**src/rtl/dma_rc_pkg.sv**
```systemverilog
package dma_rc_pkg;
  typedef enum logic [1:0] {
    CH_IDLE  = 2'd0,
    CH_RUN   = 2'd1,
    CH_DRAIN = 2'd2,
    CH_HOLD  = 2'd3
  } ch_state_e;
endpackage

```
**src/rtl/dma_rc_chan.sv**
```systemverilog
module dma_rc_chan
  import dma_rc_pkg::*;
#(
  parameter int CNT_W = 8
) (
  input  logic             clk_i,
  input  logic             rst_ni,
  input  logic             start_i,
  input  logic [CNT_W-1:0] len_i,
  input  logic             run_ok_i,
  input  logic             cancel_i,
  input  logic             gnt_i,
  input  logic             op_done_i,
  output logic             req_o,
  output ch_state_e        state_o,
  output logic             done_o
);
  logic [CNT_W-1:0] cnt_q;
  logic             fin;
  logic             last;

  assign fin   = gnt_i & op_done_i;
  assign last  = (cnt_q == CNT_W'(1));
  assign req_o = (state_o == CH_RUN) & run_ok_i;

  always_ff @(posedge clk_i or negedge rst_ni) begin
    if (!rst_ni) begin
      state_o <= CH_IDLE;
      cnt_q   <= '0;
      done_o  <= 1'b0;
    end else begin
      done_o <= 1'b0;
      unique case (state_o)
        CH_IDLE: if (start_i && len_i != '0) begin
          state_o <= CH_RUN;
          cnt_q   <= len_i;
        end
        CH_RUN: begin
          if (fin) begin
            cnt_q <= cnt_q - 1'b1;
            if (last) begin
              state_o <= CH_IDLE;
              done_o  <= 1'b1;
            end else if (!run_ok_i) begin
              state_o <= CH_HOLD;
            end
          end else if (!run_ok_i) begin
            state_o <= gnt_i ? CH_DRAIN : CH_HOLD;
          end
        end
        CH_DRAIN: begin
          if (fin) begin
            cnt_q <= cnt_q - 1'b1;
            if (last) begin
              state_o <= CH_IDLE;
              done_o  <= 1'b1;
            end else begin
              state_o <= run_ok_i ? CH_RUN : CH_HOLD;
            end
          end else if (run_ok_i) begin
            state_o <= CH_RUN;
          end
        end
        CH_HOLD: begin
          // cancel outranks resume
          if (cancel_i) begin
            state_o <= CH_IDLE;
            cnt_q   <= '0;
          end else if (run_ok_i) begin
            state_o <= CH_RUN;
          end
        end
        default: state_o <= CH_IDLE;
      endcase
    end
  end

  assert_cancel_idle_R8: assert property (@(posedge clk_i) disable iff (!rst_ni)
    (state_o == CH_HOLD && cancel_i) |=> (state_o == CH_IDLE && cnt_q == '0));

  assert_cancel_ignored_R9: assert property (@(posedge clk_i) disable iff (!rst_ni)
    (state_o == CH_RUN && cancel_i && run_ok_i && !fin) |=> (state_o == CH_RUN));

  assert_drain_inflight_R4: assert property (@(posedge clk_i) disable iff (!rst_ni)
    (state_o == CH_DRAIN) |-> gnt_i);

  assert_done_source_R2: assert property (@(posedge clk_i) disable iff (!rst_ni)
    done_o |-> $past(fin));
endmodule

```
**src/rtl/dma_rc_arb.sv**
```systemverilog
module dma_rc_arb #(
  parameter  int N_CH = 4,
  localparam int CH_W = (N_CH > 1) ? $clog2(N_CH) : 1
) (
  input  logic            clk_i,
  input  logic            rst_ni,
  input  logic [N_CH-1:0] req_i,
  input  logic            op_done_i,
  output logic [N_CH-1:0] gnt_o,
  output logic            busy_o,
  output logic [CH_W-1:0] ch_o
);
  logic [CH_W-1:0] pick;
  logic            any_req;

  always_comb begin
    pick    = '0;
    any_req = |req_i;
    for (int i = N_CH - 1; i >= 0; i--) begin
      if (req_i[i]) pick = CH_W'(i);
    end
  end

  always_ff @(posedge clk_i or negedge rst_ni) begin
    if (!rst_ni) begin
      gnt_o  <= '0;
      busy_o <= 1'b0;
      ch_o   <= '0;
    end else if (busy_o) begin
      if (op_done_i) begin
        gnt_o  <= '0;
        busy_o <= 1'b0;
      end
    end else if (any_req) begin
      gnt_o  <= {{(N_CH-1){1'b0}}, 1'b1} << pick;
      busy_o <= 1'b1;
      ch_o   <= pick;
    end
  end

  assert_one_grant_R3: assert property (@(posedge clk_i) disable iff (!rst_ni)
    $onehot0(gnt_o));

  assert_grant_held_R3: assert property (@(posedge clk_i) disable iff (!rst_ni)
    (busy_o && !op_done_i) |=> $stable(gnt_o));
endmodule

```
**src/rtl/dma_run_ctrl.sv**
```systemverilog
module dma_run_ctrl
  import dma_rc_pkg::*;
#(
  parameter  int N_CH  = 4,
  parameter  int CNT_W = 8,
  localparam int CH_W  = (N_CH > 1) ? $clog2(N_CH) : 1
) (
  input  logic              clk_i,
  input  logic              rst_ni,
  input  logic              glb_en_i,
  input  logic [N_CH-1:0]   ch_en_i,
  input  logic [N_CH-1:0]   nonstop_i,
  input  logic [N_CH-1:0]   cancel_i,
  input  logic [N_CH-1:0]   start_i,
  input  logic              cfg_we_i,
  input  logic [CH_W-1:0]   cfg_ch_i,
  input  logic [CNT_W-1:0]  cfg_len_i,
  input  logic              op_done_i,
  output logic [N_CH-1:0]   gnt_o,
  output logic              op_busy_o,
  output logic [CH_W-1:0]   op_ch_o,
  output logic [2*N_CH-1:0] state_o,
  output logic [N_CH-1:0]   done_o
);
  logic [CNT_W-1:0] cfg_len_q [N_CH];
  logic [N_CH-1:0]  req;
  logic [N_CH-1:0]  run_ok;
  ch_state_e        st [N_CH];

  // configuration is never touched by cancel
  always_ff @(posedge clk_i or negedge rst_ni) begin
    if (!rst_ni) begin
      for (int i = 0; i < N_CH; i++) cfg_len_q[i] <= '0;
    end else if (cfg_we_i) begin
      cfg_len_q[cfg_ch_i] <= cfg_len_i;
    end
  end

  dma_rc_arb #(.N_CH(N_CH)) arb_i (
    .clk_i     (clk_i),
    .rst_ni    (rst_ni),
    .req_i     (req),
    .op_done_i (op_done_i),
    .gnt_o     (gnt_o),
    .busy_o    (op_busy_o),
    .ch_o      (op_ch_o)
  );

  for (genvar g = 0; g < N_CH; g++) begin : g_ch
    assign run_ok[g] = (glb_en_i & ch_en_i[g]) | nonstop_i[g];

    dma_rc_chan #(.CNT_W(CNT_W)) chan_i (
      .clk_i     (clk_i),
      .rst_ni    (rst_ni),
      .start_i   (start_i[g]),
      .len_i     (cfg_len_q[g]),
      .run_ok_i  (run_ok[g]),
      .cancel_i  (cancel_i[g]),
      .gnt_i     (gnt_o[g]),
      .op_done_i (op_done_i),
      .req_o     (req[g]),
      .state_o   (st[g]),
      .done_o    (done_o[g])
    );

    assign state_o[2*g +: 2] = st[g];

    assert_nonstop_keeps_R6: assert property (@(posedge clk_i) disable iff (!rst_ni)
      (st[g] == CH_RUN && nonstop_i[g]) |=> (st[g] == CH_RUN || st[g] == CH_IDLE));

    assert_hold_no_grant_R4: assert property (@(posedge clk_i) disable iff (!rst_ni)
      (st[g] == CH_HOLD) |-> !gnt_o[g]);
  end
endmodule

```
**config.mk**
```make
export PLATFORM = sky130hd
export DESIGN_NAME = dma_run_ctrl
export DESIGN_NICKNAME = d
export VERILOG_FILES = /design/src/rtl/dma_rc_pkg.sv /design/src/rtl/dma_rc_chan.sv /design/src/rtl/dma_rc_arb.sv /design/src/rtl/dma_run_ctrl.sv
export SDC_FILE = /design/constraint.sdc
export NUM_CORES = 1
export LEC_CHECK = 0
export ABC_CLOCK_PERIOD_IN_PS = 4300
export BUFFER_PORTS_ARGS = -buffer_cell sky130_fd_sc_hd__buf_4
export CORE_ASPECT_RATIO = 1.2
export CORE_UTILIZATION = 32
export DETAILED_ROUTE_END_ITERATION = 16
export HOLD_SLACK_MARGIN = 0.02
export MAX_ROUTING_LAYER = met4
export PLACE_DENSITY = 0.6
export SLEW_MARGIN = 20
export SYNTH_ARGS = -nofsm -noshare
export SYNTH_HDL_FRONTEND = slang
export SYNTH_SLANG_ARGS = --single-unit
export TNS_END_PERCENT = 30
```
**constraint.sdc**
```tcl
create_clock -name clk_i -period 4.3 [get_ports clk_i]
set_input_delay 0.645 -clock clk_i [delete_from_list [all_inputs] [get_ports clk_i]]
set_output_delay 0.645 -clock clk_i [all_outputs]
set_load 0.005 [all_outputs]
```
==> results.txt <==
status = finished clean
Post-route DRC = 0
critical path's top delay family = simple AND/OR/NAND/NOR gates
setup TNS = 0 ns
Syn Std Cell Area = 4870 um^2
Finished Cell Area = 5730 um^2
synthesized flop and latch total = 83
final worst-path cycle share = 51.5%
Final Max Slew Viols = 0
Final ANT Viol Nets = 0
DRT iter0 DRCs = 191
CTS tree = built
Req. time, crit path = 4.58 ns
# nets final = 601
Hold WC Path Type = in2async
critical path class = reg2reg
commonest register cell after synthesis = dfrtp_1
ANT cells = 0
Detailed Place HPWL = 8.81 mm
CTS buffer count = 9
Root Buffer = clkbuf_16
CP bufs+invs = 2
die area = 15700 um^2
Final Hold Fails = 0
wire length per cell = 16.1 um
largest net degree at the start of global routing = 46
slowest CP cell = dfrtp_1
TritonRoute pass-1 iters = 5
Post-synth EDFFs = 0
CORE AREA = 15000 um^2
I/O Buffers = 49
final setup fails = 0
Slew @ Worst Pin = 0.895 ns
RSZ-0062 raised after global routing = false
Post-CTS Hold Buffers = 0
DRT Wirelength = 12.1 mm
die height = 137 um
row count = 49
Worst Reg-to-Reg Cells = 7
Reg2Reg Launch Point = g_ch[3].chan_i.state_o[1]$_DFFE_PN0P_
Placer Congestion = 0.862
peak supply drop = 278 uV
Worst-path clk slew = 0.06 ns
fraction of registers with async set/reset = 100%
Die W = 115 um
grt ovf = 0
Worst path max stage delay = 0.46 ns
Bufs on Longest Clock Path = 2
LEAKAGE = 2.46 nW
Max Clk Rate = 451 MHz
min Tclk post-route = 2.22 ns
Synth-to-Final Area Change = 17.5%
vias = 4020
H-tree depth = 3
mean post-synth cell area = 9.69 um^2
Critical Path AT = 2.49 ns
Total Routing Usage GR = 16.8%
max_cap viols = 0
worst r2r dst = g_ch[3].chan_i.cnt_q[5]$_DFFE_PN0P_
dpl cell area = 5380 um^2
Initial Utilization = 32.6%
post-synthesis cell count = 503
post-CTS setup buffer count = 0
post-cts gate resize count = 0
Setup crit end kind = register
vias in the first global route = 3859
vias per cell = 5.35
Final Skew = 0.00600 ns
Synth cell types = 58
most used cell along the critical path = inv_1
# IOs = 50
global-route wire length before repair = 19.9 mm
synth warn = 0
cell breakdown of the critical path = inv_1, ha_1, inv_1, nand2_1, or2_2, o41ai_1, a22o_1
Clk Latency, worst-skew pair = 0.34 ns
total power per unit cell area = 717 nW/um^2
initial antenna violation count = 0
syn nets = 561
Seq/Total Area, Yosys = 42.6%
crit-path max FO = 10
CTS Sinks = 83
Slew Limit Headroom = 40.0%
crit path launch type = register
flop2flop setup slack = 2.08 ns
layout cells sized above 1 = 20.1%
-- layer usage --
metal	GRT usage [%]	wire [um]	up-vias
met5	-	0	-
met4	7.29	284	0
met3	2.11	511	23
li1	-	-	1937
met2	28.0	6100	104
met1	20.5	5190	1956
-- worst max path at each step --
stage / endpoint / depth (start not counted) / start
6_report: g_ch[3].chan_i.cnt_q[5]$_DFFE_PN0P_ / 7 / g_ch[3].chan_i.state_o[1]$_DFFE_PN0P_
3_5_place_dp: g_ch[3].chan_i.cnt_q[5]$_DFFE_PN0P_ / 7 / g_ch[3].chan_i.state_o[1]$_DFFE_PN0P_
4_1_cts: g_ch[3].chan_i.cnt_q[5]$_DFFE_PN0P_ / 7 / g_ch[3].chan_i.state_o[1]$_DFFE_PN0P_
3_3_place_gp: g_ch[0].chan_i.cnt_q[2]$_DFFE_PN0P_ / 5 / start_i[0]
2_1_floorplan: g_ch[3].chan_i.cnt_q[5]$_DFFE_PN0P_ / 8 / g_ch[3].chan_i.state_o[1]$_DFFE_PN0P_
5_1_grt: g_ch[3].chan_i.cnt_q[5]$_DFFE_PN0P_ / 7 / g_ch[3].chan_i.state_o[1]$_DFFE_PN0P_
-- layout make-up --
cell class                 count  area (um^2)
inverter                      23         86.3
clock buffer                  11          243
sequential                    83         2080
timing repair buffer          50          375
multi-input combinational    376         2590
clock inverter                 4         98.8
tap                          204          255
fill                        1498         9230
-- logic make-up (layout without fill, tap and decap cells) --
kind of cell | after synthesis | after routing | synth area share, %
AOI/OAI and AO/OA | 170 | 170 | 21.7
DFF | 83 | 83 | 42.6
buffers and inverters | 44 | 88 | 4.21
adders and majority gates | 27 | 27 | 6.93
muxes | 32 | 32 | 7.40
and+or+nand+nor | 147 | 147 | 17.1
-- layout by cell type (no fill, tap or decap), types with 10 or more instances in the layout --
| cell | n |
|---|---|
| o21ai_0 | 52 |
| a21oi_1 | 48 |
| nor3_1 | 11 |
| buf_4 | 50 |
| a211oi_1 | 10 |
| nand2_1 | 21 |
| dfrtp_1 | 83 |
| nor4_1 | 16 |
| nand2b_1 | 10 |
| mux2_2 | 32 |
| inv_1 | 22 |
| ha_1 | 27 |
| nor2b_1 | 14 |
| nor2_1 | 41 |
-- metrics by stage --
stage / util [%] / power (mW) / std cells / setup slack (ns) / hold WS, ns
after floorplan: - / 2.70 / 503 / 2.38 / 0.349
after global placement: 36.0 / 3.13 / 736 / 1.98 / 0.491
after detailed placement: 36.0 / 3.20 / 736 / 2.11 / 0.507
after CTS: 38.3 / 4.12 / 751 / 2.08 / 0.284
after global routing: 38.3 / 4.45 / 751 / 1.88 / 0.313
final: 38.3 / 4.11 / 751 / 2.08 / 0.267
-- state kept, by name, summed over array words and instances (netlist names) --
register             flops
cfg_len_q               32
g_ch.chan_i.cnt_q       32
g_ch.chan_i.state_o      8
arb_i.gnt_o              4
g_ch.chan_i.done_o       4
arb_i.ch_o               2
arb_i.busy_o             1
-- cells in the mapped netlist, drive strengths merged (4+ instances only) --
cell type / count / area (um^2)
o31ai: 4 / 30.0
nor2b: 14 / 87.6
and2: 8 / 51.3
a22oi: 6 / 45.0
mux2: 32 / 360
nand2b: 10 / 62.6
dfrtp: 83 / 2080
nor3: 11 / 55.1
nand2: 21 / 78.8
or3: 4 / 25.0
clkbuf: 10 / 37.5
ha: 27 / 338
inv: 23 / 86.3
nor4: 19 / 155
o211ai: 4 / 30.0
or4: 8 / 71.3
o21ai: 55 / 275
nand3: 4 / 20.0
buf: 11 / 81.3
a21oi: 48 / 240
a211oi: 10 / 75.1
a22o: 4 / 36.3
nor2: 41 / 154
a32oi: 4 / 35.0
a21o: 8 / 60.1
-- report_power, final --
part | switching, mW | internal, mW
Combinational | 1.12 | 0.792
Sequential | 0.266 | 1.03
Clock | 0.319 | 0.582
Total | 1.70 | 2.40
No activity file was read; power rests on OpenSTA's default activity.
